## src/rtl/blkx_pkg.sv

```systemverilog
// Shared constants, bus word type and helpers for the block-admission link.
// Assumes a 16-byte bus with little-endian byte lanes.
package blkx_pkg;

    localparam int unsigned BUS_BYTES = 16;
    localparam int unsigned BUS_W     = 8 * BUS_BYTES;
    localparam int unsigned BCNT_W    = $clog2(BUS_BYTES);

    // One bus word; nbytes is meaningful on the eob word only (0 means full)
    typedef struct packed {
        logic              valid;
        logic              sob;
        logic              eob;
        logic [BCNT_W-1:0] nbytes;
        logic [BUS_W-1:0]  data;
    } bus_word_t;

    typedef enum logic [1:0] {
        S_IDLE = 2'd0,
        S_SEND = 2'd1,
        S_GAP  = 2'd2
    } snd_state_e;

    // Expand the encoded last-word count into 1..BUS_BYTES
    function automatic logic [BCNT_W:0] full_count(input logic [BCNT_W-1:0] c);
        if (c == '0) begin
            return (BCNT_W + 1)'(BUS_BYTES);
        end
        return {1'b0, c};
    endfunction

endpackage

```

## src/rtl/blkx_sender.sv

```systemverilog
// Sender side of the link. Waits until the receiver is idle and has room
// for the whole block (plus one word if the tag pushes bytes into an
// extra output word), then streams src_len words with no break, then
// spends one gap cycle before the next admission check.
// Assumes the source presents a new word every cycle src_take is high.
module blkx_sender
    import blkx_pkg::*;
#(
    parameter int unsigned LEN_W     = 8,
    parameter int unsigned CNT_W     = 6,
    parameter int unsigned TAG_BYTES = 4,
    parameter int unsigned TAG_W     = 8 * TAG_BYTES,
    parameter int unsigned NEED_W    = LEN_W + 1
) (
    input  logic              clk,
    input  logic              rst_n,
    input  logic              req,
    input  logic [LEN_W-1:0]  len,
    input  logic [BCNT_W-1:0] last_bytes,
    input  logic [TAG_W-1:0]  tag,
    input  logic [BUS_W-1:0]  data,
    input  logic              rx_busy,
    input  logic [CNT_W-1:0]  rx_free,
    output logic              take,
    output logic              grant,
    output logic [NEED_W-1:0] need,
    output logic [TAG_W-1:0]  tag_q,
    output bus_word_t         bus_o
);

    localparam int unsigned CMP_W = (CNT_W > NEED_W) ? CNT_W : NEED_W;
    localparam int unsigned TOT_W = BCNT_W + 2;

    snd_state_e        state;
    logic [LEN_W-1:0]  idx;
    logic [LEN_W-1:0]  len_q;
    logic [BCNT_W-1:0] nb_q;
    logic              wraps;
    logic              room;
    logic              at_last;

    // Output length of the requested block and the admission decision
    always_comb begin
        wraps = ({1'b0, full_count(last_bytes)} + TOT_W'(TAG_BYTES)) > TOT_W'(BUS_BYTES);
        need  = {1'b0, len} + NEED_W'(wraps);
        room  = CMP_W'(rx_free) >= CMP_W'(need);
        grant = (state == S_IDLE) && req && (len != '0) && !rx_busy && room;
    end

    assign at_last = (idx == (len_q - LEN_W'(1)));
    assign take    = (state == S_SEND);

    // Sequencing: idle -> send len words -> one gap cycle -> idle
    always_ff @(posedge clk) begin
        if (!rst_n) begin
            state <= S_IDLE;
            idx   <= '0;
            len_q <= '0;
            nb_q  <= '0;
            tag_q <= '0;
        end else begin
            case (state)
                S_IDLE: begin
                    if (grant) begin
                        state <= S_SEND;
                        idx   <= '0;
                        len_q <= len;
                        nb_q  <= last_bytes;
                        tag_q <= tag;
                    end
                end
                S_SEND: begin
                    idx <= idx + LEN_W'(1);
                    if (at_last) begin
                        state <= S_GAP;
                    end
                end
                S_GAP:   state <= S_IDLE;
                default: state <= S_IDLE;
            endcase
        end
    end

    // Drive the internal bus word while sending
    always_comb begin
        bus_o = '0;
        if (state == S_SEND) begin
            bus_o.valid  = 1'b1;
            bus_o.sob    = (idx == '0);
            bus_o.eob    = at_last;
            bus_o.nbytes = at_last ? nb_q : '0;
            bus_o.data   = data;
        end
    end

endmodule

```

## src/rtl/blkx_wrap_stage.sv

```systemverilog
// Unbuffered stage: places TAG_BYTES tag bytes before each block's payload.
// It cannot stall, so it takes one word per cycle, and it keeps a carry
// register for the top TAG_BYTES of the previous word. When the final word
// overflows, the carry is emitted as one extra word in the next cycle.
// Assumes at least one idle input cycle after every eob word.
module blkx_wrap_stage
    import blkx_pkg::*;
#(
    parameter int unsigned TAG_BYTES = 4,
    parameter int unsigned TAG_W     = 8 * TAG_BYTES
) (
    input  logic             clk,
    input  logic             rst_n,
    input  bus_word_t        in_w,
    input  logic [TAG_W-1:0] tag,
    output bus_word_t        out_w
);

    localparam int unsigned KEEP_W = BUS_W - TAG_W;
    localparam int unsigned TOT_W  = BCNT_W + 2;

    bus_word_t         out_q;
    logic [TAG_W-1:0]  carry;
    logic              pend;
    logic [BCNT_W-1:0] pend_n;
    logic [TOT_W-1:0]  tot;
    logic              over;

    // Byte total of the final word after the shift
    always_comb begin
        tot  = {1'b0, full_count(in_w.nbytes)} + TOT_W'(TAG_BYTES);
        over = tot > TOT_W'(BUS_BYTES);
    end

    // Shift by TAG_BYTES lanes, carrying the top lanes into the next word
    always_ff @(posedge clk) begin
        if (!rst_n) begin
            out_q  <= '0;
            carry  <= '0;
            pend   <= 1'b0;
            pend_n <= '0;
        end else if (in_w.valid) begin
            out_q.valid <= 1'b1;
            out_q.sob   <= in_w.sob;
            out_q.data  <= {in_w.data[KEEP_W-1:0], (in_w.sob ? tag : carry)};
            carry       <= in_w.data[BUS_W-1 -: TAG_W];
            if (in_w.eob && over) begin
                out_q.eob    <= 1'b0;
                out_q.nbytes <= '0;
                pend         <= 1'b1;
                pend_n       <= BCNT_W'(tot - TOT_W'(BUS_BYTES));
            end else if (in_w.eob) begin
                out_q.eob    <= 1'b1;
                out_q.nbytes <= tot[BCNT_W-1:0];
            end else begin
                out_q.eob    <= 1'b0;
                out_q.nbytes <= '0;
            end
        end else if (pend) begin
            out_q.valid  <= 1'b1;
            out_q.sob    <= 1'b0;
            out_q.eob    <= 1'b1;
            out_q.nbytes <= pend_n;
            out_q.data   <= {{KEEP_W{1'b0}}, carry};
            pend         <= 1'b0;
        end else begin
            out_q <= '0;
        end
    end

    assign out_w = out_q;

endmodule

```

## src/rtl/blkx_rx_credit.sv

```systemverilog
// Receiver-side accounting: free word count and the in-progress flag.
// Space is reserved on the grant cycle and returned by pops; a pop when
// the count is already at capacity is dropped.
// Assumes grant is only raised when need <= free and busy is low.
module blkx_rx_credit #(
    parameter int unsigned FIFO_WORDS = 32,
    parameter int unsigned CNT_W      = 6,
    parameter int unsigned NEED_W     = 9
) (
    input  logic              clk,
    input  logic              rst_n,
    input  logic              grant,
    input  logic [NEED_W-1:0] need,
    input  logic              pop,
    input  logic              blk_done,
    output logic [CNT_W-1:0]  free,
    output logic              busy
);

    localparam logic [CNT_W-1:0] CAP_V = CNT_W'(FIFO_WORDS);

    logic             pop_ok;
    logic [CNT_W-1:0] take_n;

    assign pop_ok = pop && (free != CAP_V);
    assign take_n = grant ? CNT_W'(need) : '0;

    // Free count: subtract the reservation, add back drained words
    always_ff @(posedge clk) begin
        if (!rst_n) begin
            free <= CAP_V;
        end else begin
            free <= free - take_n + CNT_W'(pop_ok);
        end
    end

    // In-progress flag: set on grant, cleared after the final word lands
    always_ff @(posedge clk) begin
        if (!rst_n) begin
            busy <= 1'b0;
        end else if (grant) begin
            busy <= 1'b1;
        end else if (blk_done) begin
            busy <= 1'b0;
        end
    end

endmodule

```

## src/rtl/blkx_link.sv

```systemverilog
// Top of the block-admission link: sender, tag-inserting unbuffered stage
// and receiver accounting. Words leave on out_* one cycle after they are
// taken from the source.
// Assumes 1 <= TAG_BYTES <= 15 and that no block needs more than FIFO_WORDS.
module blkx_link
    import blkx_pkg::*;
#(
    parameter  int unsigned LEN_W      = 8,
    parameter  int unsigned FIFO_WORDS = 32,
    parameter  int unsigned TAG_BYTES  = 4,
    localparam int unsigned CNT_W      = $clog2(FIFO_WORDS + 1),
    localparam int unsigned TAG_W      = 8 * TAG_BYTES,
    localparam int unsigned NEED_W     = LEN_W + 1
) (
    input  logic              clk,
    input  logic              rst_n,
    input  logic              src_req,
    input  logic [LEN_W-1:0]  src_len,
    input  logic [BCNT_W-1:0] src_last_bytes,
    input  logic [TAG_W-1:0]  src_tag,
    input  logic [BUS_W-1:0]  src_data,
    output logic              src_take,
    input  logic              rx_pop,
    output logic [CNT_W-1:0]  rx_free,
    output logic              rx_busy,
    output logic              out_valid,
    output logic              out_sob,
    output logic              out_eob,
    output logic [BCNT_W-1:0] out_bytes,
    output logic [BUS_W-1:0]  out_data
);

    bus_word_t         bus_a;
    bus_word_t         bus_b;
    logic              grant;
    logic [NEED_W-1:0] need;
    logic [TAG_W-1:0]  tag_q;

    blkx_sender #(
        .LEN_W     (LEN_W),
        .CNT_W     (CNT_W),
        .TAG_BYTES (TAG_BYTES),
        .TAG_W     (TAG_W),
        .NEED_W    (NEED_W)
    ) u_snd (
        .clk        (clk),
        .rst_n      (rst_n),
        .req        (src_req),
        .len        (src_len),
        .last_bytes (src_last_bytes),
        .tag        (src_tag),
        .data       (src_data),
        .rx_busy    (rx_busy),
        .rx_free    (rx_free),
        .take       (src_take),
        .grant      (grant),
        .need       (need),
        .tag_q      (tag_q),
        .bus_o      (bus_a)
    );

    blkx_wrap_stage #(
        .TAG_BYTES (TAG_BYTES),
        .TAG_W     (TAG_W)
    ) u_wrap (
        .clk   (clk),
        .rst_n (rst_n),
        .in_w  (bus_a),
        .tag   (tag_q),
        .out_w (bus_b)
    );

    blkx_rx_credit #(
        .FIFO_WORDS (FIFO_WORDS),
        .CNT_W      (CNT_W),
        .NEED_W     (NEED_W)
    ) u_rx (
        .clk      (clk),
        .rst_n    (rst_n),
        .grant    (grant),
        .need     (need),
        .pop      (rx_pop),
        .blk_done (bus_b.valid && bus_b.eob),
        .free     (rx_free),
        .busy     (rx_busy)
    );

    assign out_valid = bus_b.valid;
    assign out_sob   = bus_b.sob;
    assign out_eob   = bus_b.eob;
    assign out_bytes = bus_b.nbytes;
    assign out_data  = bus_b.data;

endmodule

```

## config.mk

```make
export PLATFORM = sky130hd
export DESIGN_NAME = blkx_link
export DESIGN_NICKNAME = d
export VERILOG_FILES = /design/src/rtl/blkx_pkg.sv /design/src/rtl/blkx_sender.sv /design/src/rtl/blkx_wrap_stage.sv /design/src/rtl/blkx_rx_credit.sv /design/src/rtl/blkx_link.sv
export SDC_FILE = /design/constraint.sdc
export NUM_CORES = 1
export LEC_CHECK = 0
export ABC_CLOCK_PERIOD_IN_PS = 6550
export BUFFER_PORTS_ARGS = -buffer_cell sky130_fd_sc_hd__buf_4
export CAP_MARGIN = 20
export CELL_PAD_IN_SITES_DETAIL_PLACEMENT = 1
export CELL_PAD_IN_SITES_GLOBAL_PLACEMENT = 2
export CORE_MARGIN = 10
export CORE_UTILIZATION = 29
export DETAILED_ROUTE_END_ITERATION = 6
export PLACE_DENSITY_LB_ADDON = 0.3
export SLEW_MARGIN = 20
export SYNTH_ARGS = -nofsm -noshare
export SYNTH_HDL_FRONTEND = slang
export SYNTH_SLANG_ARGS = --single-unit
```

## constraint.sdc

```tcl
create_clock -name clk -period 6.55 [get_ports clk]
set_clock_uncertainty 0.15 [all_clocks]
set_input_delay 0.655 -clock clk [delete_from_list [all_inputs] [get_ports clk]]
set_output_delay 0.655 -clock clk [all_outputs]
set_load 0.1 [all_outputs]
```

# Yosys cells after proc, flatten, opt, wreduce, memory -nomap -nowiden
# Index checks and enable logic that the tools add are counted.
[totals]
ff_bits = 233
inputBits = 176
out_inout_bits = 143
word_cells = 72
[classes]
n_addsub = 8
n_lt_le_gt_ge = 3
eq_ne = 5
muxes = 21
reduce_logical = 20
[op_table]
columns = ["op", "n"]
rows = [
  ["two-way mux 135 bit", 3],
  ["two-way mux 32 bit", 1],
  ["two-way mux 5 bit", 6],
  ["case mux 8 bit (2 select lines)", 1],
  ["adder 5 x 3 -> 6 bit (second input constant)", 2],
  ["greater-than comparator 6 x 5 -> 1 bit (second input constant)", 2],
  ["AND reduction 2 bit", 5],
  ["adder 8 x 1 -> 9 bit", 1],
  [">= comparator 6 x 9 -> 1 bit", 1],
  ["adder 8 x 1 -> 8 bit (second input constant)", 1],
  ["== test 8 bit", 1],
  ["logical NOT 4 bit", 2],
  ["logical NOT 8 bit", 1],
  ["two-way mux 8 bit", 1],
  ["nonzero test 8 bit", 1],
  ["subtractor 8 x 1 -> 8 bit (second input constant)", 1],
  ["logical AND 1 bit", 7],
  ["adder 6 x 1 -> 6 bit", 1],
  ["two-way mux 6 bit", 1],
  ["inequality test 6 bit (second input constant)", 1],
  ["subtractor 6 bit", 1],
  ["two-way mux 1 bit", 4],
  ["two-way mux 2 bit", 2],
  ["two-way mux 4 bit", 1],
  ["other kinds (7)", 9],
]

# Logic depth before layout (Yosys ltp)
# Gate-level depths: netlist (run 1).
[depth]
ltp_word = 12
ltp_mapped = 21
ltp_nobuf = 21

# Cells and area by module
# From an unflattened synthesis (run 1), not the netlist that was laid out.
[unflattened]
hier_cells = 1064
area_unflattened_um2 = 9917.0
[modules_own_cells]
columns = ["module", "n_inst", "cells_per_inst", "area_each_um2", "seq_area_each_um2"]
rows = [
  ["blkx_wrap_stage", 1, 523, 5666.7, 3443.3],
  ["blkx_sender", 1, 487, 3747.3, 1081.0],
  ["blkx_rx_credit", 1, 53, 496.7, 140.1],
  ["blkx_link", 1, 1, 6.3, 0.0],
]

# Least setup slack after synthesis (run 1)
# No wires, ideal clock.
[synth_timing]
path_type = "input port to flip-flop"
start = "in src_last_bytes[0]"
end = "reg u_rx.free[5]"
setup_ns = 0.062
arrival_time_ns = 4.530
t_required_ns = 6.338
path_slack_ns = 1.808
cell_stages = 20
path_buffers = 1
path_cell_list = "or4_1 > nand2_1 > ha_1 > ha_1 > inv_1 > ha_1 > a2111o_1 > a31o_1 > a21o_1 > nand2_1 > clkbuf_1 > or2_2 > ha_1 > ha_1 > a21oi_1 > o21bai_1 > a21oi_1 > xnor2_1 > or3_1 > nand3_1"
[synth_via]
elab_chain_cells = 11
[synth_lines]
columns = ["item", "line_no", "rtl"]
rows = [
  ["start: declaration", "blkx_link.sv:19", "input logic [BCNT_W-1:0] src_last_bytes,"],
  ["logical NOT 4 bit", "blkx_pkg.sv:26", "if (c == '0) begin"],
  ["two-way mux 1 bit", "blkx_pkg.sv:26", ""],
  ["two-way mux 5 bit *", "blkx_pkg.sv:29", "return {1'b0, c};"],
  ["adder 5 x 3 -> 6 bit *", "blkx_sender.sv:44", "wraps = ({1'b0, full_count(last_bytes)} + TOT_W'(TAG_BYTES)) > TOT_W'(BUS_BYTES);"],
  ["greater-than comparator 6 x 5 -> 1 bit *", "blkx_sender.sv:44", ""],
  ["adder 8 x 1 -> 9 bit *", "blkx_sender.sv:45", "need = {1'b0, len} + NEED_W'(wraps);"],
  [">= comparator 6 x 9 -> 1 bit", "blkx_sender.sv:46", "room = CMP_W'(rx_free) >= CMP_W'(need);"],
  ["logical AND 1 bit", "blkx_sender.sv:47", "grant = (state == S_IDLE) && req && (len != '0) && !rx_busy && room;"],
  ["two-way mux 6 bit *", "blkx_rx_credit.sv:26", "assign take_n = grant ? CNT_W'(need) : '0;"],
  ["subtractor 6 bit *", "blkx_rx_credit.sv:33", "free <= free - take_n + CNT_W'(pop_ok);"],
  ["adder 6 x 1 -> 6 bit *", "blkx_rx_credit.sv:33", ""],
  ["end signal: assignment", "blkx_rx_credit.sv:33", ""],
  ["end: declaration", "blkx_rx_credit.sv:16", "output logic [CNT_W-1:0] free,"],
]
# Mark *: on every way between the ends. The rest lies on a longest branch, timed or not.
# A chain may end at the register's enable or synchronous reset.

# Worst setup path in the final report (run 1)
# Ends and elaborated chain as after synthesis.

==> metrics, run 1 <==
chip height=191.9 µm; Clock Tree Buf Depth=3; via/cell ratio=4.580; CTS root buf=clkbuf_16; Synth Instances=833; max-capacitance violation count=0; P_sw=1.001 mW; first-pass GRT wire length=43.48 mm; worst setup margin=2017 ps; fraction of the yosys area taken by sequential cells=54.46%; Final Hold Vio Count=0; detailed-route wire length per cell=19.05 µm; Crit path largest cell delay=520 ps; Critical Path Fanout Max=4; setup_tns=0 ps; Clock power frac=41.4%; CP cell instances=buf_4 > or4_1 > nand2_1 > ha_1 > ha_1 > inv_1 > ha_1 > a2111o_1 > a31o_1 > a21o_1 > and3_1 > ha_1 > inv_1 > ha_1 > a21o_1 > a21oi_1 > o21bai_1 > a21oi_1 > xnor2_1 > or3_1 > nand3_1; vias in the first global route=7513; dpl ws=1478 ps; Top delay family on crit path=compound AO/OA/AOI/OAI gates; Critical Path Sink Type=flop; Worst path most repeated cell=ha_1; post-DP HPWL=20.92 mm; hold slack=197.9 ps; row count=62; crit start category=input port; slowest CP cell=or4_1; total gr overflow=0; crit path DAT=4850 ps; Post-CTS Setup Inserts=0; WP buf/inv=3; switching part of the total=27.81%; Core Area=0.02894 mm²; cts repair resizes=0; Pre-antenna DRT Iters=4; initial core utilization=29.60%; Distinct cells, synth=55; Sequential Power Share=41.5%; RSZ-0062 raised after global routing=false; worst skew pair latency=540 ps; outcome=complete, no violations; Max IR drop VDD=0.0001851 V; Die W=191.9 µm; Final setup viols=0; pin count of the biggest net entering global routing=125; Post-Syn Area per Cell=10.28 µm²; Req. time, crit path=6870 ps; Period minus WS final=4533 ps; H-tree depth=1; Final Instance Area=0.01211 mm²; Slew Limit Fails=0; fill count=3307; hold endpoint=u_wrap.out_w[43]; Ports=319; gr usage total=14.83%; FFs w/ async S/R, synth=0%; Setup CP Type=input port to flop; relative slew slack=32.28%; Worst Reg2Reg Path Length in Cells=17; EDFF count, synth=0; combinational power share=17.1%; Final Core Density=41.86%; CTS tree=built; antenna violations before repair=0; #FFs+latches synth=233; worst-margin pin slew=1016 ps; Max Clk Rate=0.2206 GHz; hold_sp=src_data[11]; DIE AREA=0.03681 mm²; Antenna diodes=0; P_leak=5.816 nW; Internal=2.599 mW; placed cells=1482; # DRC=0; via count=7003; Primary FF master, synth=dfxtp_1; antenna viol nets, final=0; Reg clk slew, reported paths=60 ps; post-route insts no fill=1529; worst r2r src=u_rx.free[0]; Critical R2R Capture=u_rx.free[5]; cts bufs inserted=27; WHS Path Cells=2; Worst Hold Class=input port to flop; most frequent cells in the layout=324 x buf_4, 233 x dfxtp_1, 101 x and3_1; Clock Sinks=233; fin crit share=69.20%; Syn Nets=1034; cts hold-fix bufs=0; Routed WL=29.13 mm; layout cell share with drive strength beyond 1=32.93%; Syn-to-layout area delta=41.40%; Crit. path cell count=21; Final Power=3.600 mW; commonest non-fill, non-tap cell in the layout=buf_4; R2R Setup Slk=2730 ps; Placed Area=0.01123 mm²; pwr dens=297.2 mW/mm²; Nets=1328; Synth Cell Area=0.008566 mm²; initial DRC count=304; Synth Warn #=0; Routability Congestion=0.7751; Port Buffer Count=318
==> state kept, by name (all words and copies together) (netlist names) <==
name           count
u_wrap.pend        1
u_wrap.pend_n      4
u_rx.busy          1
u_snd.state        2
u_wrap.carry      32
u_snd.idx          8
u_snd.len_q        8
u_snd.nb_q         4
u_snd.tag_q       32
u_rx.free          6
u_wrap.out_w     135
==> power groups by stage <==
stage                     Clock, mW  Combinational, mW  Sequential [mW]
after CTS                      1.55              0.626             1.49
final                          1.49              0.616             1.49
after global routing           1.61              0.678             1.50
after detailed placement          0              0.621             1.52
after floorplan                   0              0.262             1.69
after global placement            0              0.611             1.52
==> cell type report <==
| cell class | instances | area (µm²) | share of cell area, % |
|---|---|---|---|
| Clock buffer | 41 | 778.2 | 6.426 |
| Tap cell | 384 | 480.5 | 3.967 |
| Multi-Input combinational cell | 530 | 3612 | 29.82 |
| Inverter | 11 | 42.54 | 0.3512 |
| Timing Repair Buffer | 324 | 2432 | 20.08 |
| Sequential cell | 233 | 4664 | 38.51 |
| Clock inverter | 6 | 101.3 | 0.8368 |
==> routing by layer <==
layer  GRT usage, %  up-vias  routed length, µm
li1               -     3460                  -
met1          16.87     3346              11720
met2          26.62      161              14770
met3          4.371       36               2116
met4          3.486        0                521
met5              0        -                  0
==> cells by family after synthesis <==
| kind of cell | share of synthesized area [%] |
|---|---|
| compound gates | 10.55 |
| xor+xnor | 2.030 |
| fa+ha+maj | 3.739 |
| buf+inv | 3.462 |
| flops | 54.46 |
| mux | 5.375 |
| simple gates | 20.39 |
==> worst max path at each step <==
stage,start,endpoint
after global placement,src_last_bytes[0],u_rx.free[5]
after CTS,src_last_bytes[0],u_rx.free[5]
after floorplan,src_last_bytes[0],u_rx.free[5]
after detailed placement,src_last_bytes[0],u_rx.free[5]
final,src_last_bytes[0],u_rx.free[5]
after global routing,src_last_bytes[0],u_rx.free[5]
==> synth_stat cells (2+ instances only) <==
| library cell | number | area (µm²) |
|---|---|---|
| dfxtp_1 | 233 | 4664 |
| and3_1 | 101 | 631.9 |
| nand2_1 | 91 | 341.6 |
| clkbuf_1 | 52 | 195.2 |
| nor2b_1 | 51 | 319.1 |
| mux2i_1 | 46 | 460.4 |
| a21boi_0 | 36 | 270.3 |
| a22o_1 | 28 | 245.2 |
| ha_1 | 24 | 300.3 |
| nor2_1 | 15 | 56.30 |
| xnor2_1 | 14 | 122.6 |
| nand3_1 | 13 | 65.06 |
| o21ai_0 | 13 | 65.06 |
| and2_1 | 10 | 62.56 |
| inv_1 | 10 | 37.54 |
| a21oi_1 | 8 | 40.04 |
| nand2b_1 | 6 | 37.54 |
| nand4_1 | 6 | 37.54 |
| o21a_1 | 5 | 37.54 |
| or2_2 | 5 | 31.28 |
| a22oi_1 | 4 | 30.03 |
| a31oi_1 | 4 | 25.02 |
| buf_6 | 4 | 45.04 |
| nor3_1 | 4 | 20.02 |
| xor2_1 | 4 | 35.03 |
| and4_1 | 3 | 26.28 |
| nor3b_1 | 3 | 22.52 |
| o21ai_1 | 3 | 15.01 |
| a21o_1 | 2 | 15.01 |
| a31o_1 | 2 | 17.52 |
| buf_1 | 2 | 7.510 |
| nor4_1 | 2 | 12.51 |
| nor4b_1 | 2 | 17.52 |
| o211ai_1 | 2 | 15.01 |
| o21bai_1 | 2 | 15.01 |
| o22ai_1 | 2 | 12.51 |
| o31ai_1 | 2 | 15.01 |
| or4_1 | 2 | 15.01 |
Note: power is estimated with default switching activity, not from simulation.
==> run 2, diff against run 1 <==
- ABC_AREA: unset -> 1
- ABC_CLOCK_PERIOD_IN_PS: 6550 -> 4600
- CORE_UTILIZATION: 29 -> 27
- clock period: 6.55 -> 4.6 ns (I/O delays scaled with it)
==> run 2 against run 1 <==
Compared with the run above:
- global-route usage increased by 2.2 points
- worst setup slack got worse by 1600 ps
- sequential share of layout area decreased by 4.8 points
- routed wire length increased by 22%
- cell count increased by 32%
- final area increased by 14%
- clock-buffer cell count increased by 3
- largest power group is now clock
==> metrics, run 2 <==
most frequent cells in the layout=325 x buf_4, 233 x dfxtp_1, 185 x inv_1; setup_tns=0 ps; via count=8875; fill count=3890; Synth Cell Area=0.008896 mm²; vias in the first global route=9691; Syn Nets=1340; Final setup viols=0; Critical path origin=src_last_bytes[0]; Synth Warn #=0; post-DP HPWL=24.47 mm; #FFs+latches synth=233; first-pass GRT wire length=55.63 mm; antenna violations before repair=3; antenna viol nets, final=0; worst-margin pin slew=1011 ps; max-capacitance violation count=0; Final Power=5.224 mW; Setup CP Type=input port to flop; Core Area=0.03254 mm²; Crit. path cell count=29; P_leak=6.545 nW; hold slack=15.84 ps; R2R Setup Slk=1010 ps; top cells by area, synth=dfxtp_1 52%, inv_1 7.8%, o21ai_0 7.0%, nand3_1 6.1%, nand2_1 6.0%; Critical Path Fanout Max=4; Synth Area in Simple Gates=20.62%; fin crit share=91.59%; Slew Limit Fails=0; Worst Hold Class=input port to flop; Routability Congestion=0.7913; Req. time, crit path=4860 ps; xor and xnor fraction of the mapped netlist area=0.7876%; CTS root buf=clkbuf_16; Critical Path Sink Type=flop; cts hold-fix bufs=122; Synth Instances=1139; top cell type's share of synthesized area=52.43%; post-synthesis adder-cell area fraction=3.601%; worst skew pair latency=540 ps; H-tree depth=1; most numerous cell in the Yosys netlist=dfxtp_1; CP endpoint=u_rx.free[5]; Ports=319; DIE AREA=0.04061 mm²; Primary FF master, synth=dfxtp_1; Final Hold Vio Count=0; initial core utilization=27.34%; slowest CP cell=ha_1; commonest non-fill, non-tap cell in the layout=buf_4; pin count of the biggest net entering global routing=89; Reg area=0.004664 mm²; relative slew slack=32.56%; via/cell ratio=4.387; Clock Tree Buf Depth=3; CTS tree=built; Max IR drop VDD=0.0002749 V; initial DRC count=289; pwr dens=377.6 mW/mm²; Port Buffer Count=318; Die W=201.5 µm; detailed-route wire length per cell=17.63 µm; Max Clk Rate=0.2374 GHz; Post-CTS Setup Inserts=0; WP buf/inv=4; area of the multi-input gates=0.003289 mm²; Post-Syn Area per Cell=7.810 µm²; fraction of the yosys area taken by sequential cells=52.43%; FFs w/ async S/R, synth=0%; Routed WL=35.67 mm; Worst Reg2Reg Path Length in Cells=20; Critical R2R Capture=u_rx.free[5]; cts repair resizes=0; chip height=201.5 µm; outcome=complete, no violations; Pre-antenna DRT Iters=4; Period minus WS final=4213 ps; Crit path largest cell delay=360 ps; total gr overflow=0; # DRC=0; Syn-to-layout area delta=55.54%; Clock Sinks=233; Synth top cells by count=233 x dfxtp_1, 185 x inv_1, 143 x nand2_1; crit path DAT=4480 ps; RSZ-0062 raised after global routing=false; max reg flops=135; cts bufs inserted=28; crit start category=input port; Top delay family on crit path=compound AO/OA/AOI/OAI gates; mux contribution to synthesized area=0%; compound-gate portion of the synthesized area=11.86%; layout cell share with drive strength beyond 1=24.78%; gr usage total=17.02%; row count=66; worst r2r src=u_rx.free[2]; Reg clk slew, reported paths=60 ps; Distinct cells, synth=31; largest family of logic cells by synthesized area=simple AND/OR/NAND/NOR gates; Nets=1759; EDFF count, synth=0; largest area contributor in the netlist=dfxtp_1
==> run 2: cell types whose count changed after synthesis, moves of 10 or more <==
cell and delta:
a21boi_0 -36, nor2_1 +118, nand2_1 +52, and3_1 -101, a21oi_1 +65, nor2b_1 -51, a22o_1 -28, o21ai_0 +111
xnor2_1 -13, inv_1 +175, and2_1 -10, mux2i_1 -46, nand3_1 +96
==> run 2: area by class of cell <==
cell class	count	area share, %
Sequential cell	233	33.71
Timing Repair Buffer	448	26.60
Multi-Input combinational cell	656	23.77
Clock buffer	44	6.004
Inverter	191	5.181
Tap cell	442	3.997
Clock inverter	6	0.6782
Antenna cell	3	0.05425
==> run 2: layer usage <==
| layer | wire length (µm) | GRT usage [%] |
|---|---|---|
| met5 | 0 | 0 |
| met4 | 620 | 3.490 |
| met3 | 3547 | 7.502 |
| met2 | 17280 | 29.54 |
| met1 | 14220 | 18.87 |
==> run 2: kinds of logic after synthesis <==
| kind of cell | after synthesis |
|---|---|
| AND/OR/NAND/NOR | 418 |
| flip-flops | 233 |
| buffers and inverters | 250 |
| XOR/XNOR | 8 |
| adder cells (fa/ha/maj) | 25 |
| AO/OA/AOI/OAI | 205 |
==> run 2: through the flow <==
| step | std cells | cell area, µm² | setup WS (ps) | util, % |
|---|---|---|---|---|
| 3_3_place_gp | 1848 | 11680 | 40.15 | 35.91 |
| 3_5_place_dp | 1848 | 11680 | -166.9 | 35.91 |
| 2_1_floorplan | 1139 | 8896 | 497.8 | - |
| 6_report | 2023 | 13840 | 387.0 | 42.53 |
| 4_1_cts | 2020 | 13830 | 400.6 | 42.50 |
| 5_1_grt | 2023 | 13840 | 40.68 | 42.53 |
==> run 2: how the worst min path moves through the flow <==
stage                               start                end  slack, ps  cells after the start
after CTS                   src_data[127]   u_wrap.carry[31]          2                      3
final                       src_data[127]   u_wrap.carry[31]         20                      3
after detailed placement  u_snd.tag_q[18]    u_snd.tag_q[18]        290                      2
after global routing         src_data[72]  u_wrap.out_w[104]         10                      3
after floorplan            u_snd.tag_q[0]     u_snd.tag_q[0]        270                      2
after global placement    u_snd.tag_q[18]    u_snd.tag_q[18]        290                      2
==> run 2: worst min-delay path, cell delays in order <==
cell,delay [ps]
buf_4,90
nand3_1,70
nand2_1,50
==> run 2: report_power, final <==
part	total, mW	switching (mW)	internal [mW]
clock	2.21	0.871	1.34
combinational	0.897	0.554	0.343
sequential	2.11	0.0416	2.07
==> run 3, diff against run 2 <==
- CORE_MARGIN: 10 -> 4
==> run 3 against run 2 <==
Compared with the run above:
- via count about the same
- non-clock buffer count increased by 2
- worst setup slack improved by 130 ps
- global-route usage up 0.45 points
- sequential cell count is the same
- core utilization rose by 0.13 points
- routed wire length fell by 10%
- largest power group unchanged
- first-iteration DRC count down 11%
==> metrics, run 3 (synthesized netlist as in run 2, its figures left out) <==
post-DP HPWL=22.05 mm; Ports=319; vias in the first global route=9416; Routability Congestion=0.7656; max-capacitance violation count=0; Top delay family on crit path=adder cells; H-tree depth=1; Period minus WS final=4083 ps; total gr overflow=0; R2R Setup Slk=1110 ps; first-pass GRT wire length=51.12 mm; RSZ-0062 raised after global routing=false; Pre-antenna DRT Iters=4; hold slack=41.86 ps; detailed-route wire length per cell=15.87 µm; # DRC=0; most frequent cells in the layout=326 x buf_4, 233 x dfxtp_1, 184 x inv_1; worst skew pair latency=550 ps; Routed WL=32.10 mm; DIE AREA=0.03592 mm²; Worst Hold Class=input port to flop; hold endpoint=u_snd.tag_q[29]; CTS tree=built; Crit path largest cell delay=350 ps; Max IR drop VDD=0.0002500 V; WHS Path Cells=3; WP buf/inv=4; Worst path most repeated cell=nand2_1; Clock Tree Buf Depth=3; worst-margin pin slew=991.4 ps; Critical Path Sink Type=flop; Core Area=0.03254 mm²; outcome=complete, no violations; Final Hold Vio Count=0; crit path DAT=4360 ps; dpl ws=-95.31 ps; Slew Limit Fails=0; Reg clk slew, reported paths=60 ps; Syn-to-layout area delta=56.02%; P_leak=6.567 nW; pin count of the biggest net entering global routing=99; layout cell share with drive strength beyond 1=25.25%; chip height=189.5 µm; post-route insts no fill=2022; Die W=189.5 µm; relative slew slack=33.50%; via/cell ratio=4.386; initial DRC count=257; placed cells=1848; row count=66; crit start category=input port; via count=8868; Port Buffer Count=318; initial core utilization=27.34%; Critical Path Fanout Max=4; fin crit share=88.76%; Nets=1762; max reg flops=135; worst setup margin=517.1 ps; antenna violations before repair=0; Req. time, crit path=4880 ps; CTS root buf=clkbuf_16; Worst Reg2Reg Path Length in Cells=20; Setup CP Type=input port to flop; slowest CP cell=ha_1; Clock Sinks=233; gr usage total=17.47%; Max Clk Rate=0.2449 GHz; Final setup viols=0; worst r2r src=u_rx.free[2]; commonest non-fill, non-tap cell in the layout=buf_4; hold_sp=src_tag[29]; pwr dens=378.9 mW/mm²; antenna viol nets, final=0; Critical R2R Capture=u_rx.free[5]; cts bufs inserted=29; Antenna diodes=0
==> run 3: cell types whose count changed in the layout (fill, tap and decap cells not counted), sizes merged <==
cell	change
clkbuf	-5
clkinv	+4
clkinvlp	+1
diode	-3
dlygate4sd3	+2
==> run 3: layout make-up <==
cell class / instances / area [µm²]
multi-input combinational: 656 / 3298
timing repair buffer: 450 / 3689
sequential: 233 / 4664
fill: 3897 / 18660
inverter: 191 / 716.9
tap: 442 / 553.0
clock buffer: 39 / 833.3
clock inverter: 11 / 125.1
==> run 3: where the power goes <==
part           switching, mW  internal, mW
sequential            0.0408          2.07
clock                  0.882          1.38
combinational          0.543         0.346
total                   1.47          3.79
==> run 3: timing repair <==
item                                    in CTS  in global routing
endpoints found under the setup margin       0                  1
resized for setup                            0                  2
buffers inserted                             0                  0
hold endpoints to repair                   124                  0
hold buffers                               124                  0
==> run 3: worst reg2reg max path: stages (launching register included) <==
cell and delay, ps:
dfxtp_1 350, ha_1 340, nand2_1 50, o21ai_0 150, nand2_1 80, nand3b_1 90, a21oi_1 70, o21bai_1 150
nand2_2 90, inv_2 80, nand3_1 80, ha_1 280, ha_1 350, a21oi_1 170, inv_1 70, a31oi_2 170
o21ai_0 120, a21oi_1 170, xor2_1 100, a21oi_1 160, o21ai_0 100
==> run 3: routing by layer <==
metal	vias up	wire (µm)	global-route usage, %
li1	4430	-	-
met1	4170	12630	20.09
met2	235	16050	31.15
met3	33	2882	6.582
met4	0	540	3.450
met5	-	0	0
==> run 3: worst max-delay path by stage <==
stage | cells after the start | from | to | slack, ps
2_1_floorplan | 29 | src_last_bytes[0] | u_rx.free[4] | 500
3_3_place_gp | 29 | src_last_bytes[0] | u_rx.free[5] | 40
3_5_place_dp | 29 | src_last_bytes[0] | u_rx.free[5] | -100
4_1_cts | 29 | src_last_bytes[0] | u_rx.free[5] | 480
5_1_grt | 29 | src_last_bytes[0] | u_rx.free[5] | 4
6_report | 29 | src_last_bytes[0] | u_rx.free[5] | 520
==> run 3: through the flow <==
step | utilization, % | cell area [µm²] | setup TNS, ps | total power [mW]
5_1_grt | 42.66 | 13880 | 0 | 5.530
3_5_place_dp | 35.87 | 11670 | -95.31 | 2.957
4_1_cts | 42.63 | 13870 | 0 | 5.343
2_1_floorplan | - | 8896 | 0 | 2.682
6_report | 42.66 | 13880 | 0 | 5.259
3_3_place_gp | 35.87 | 11670 | 0 | 2.945
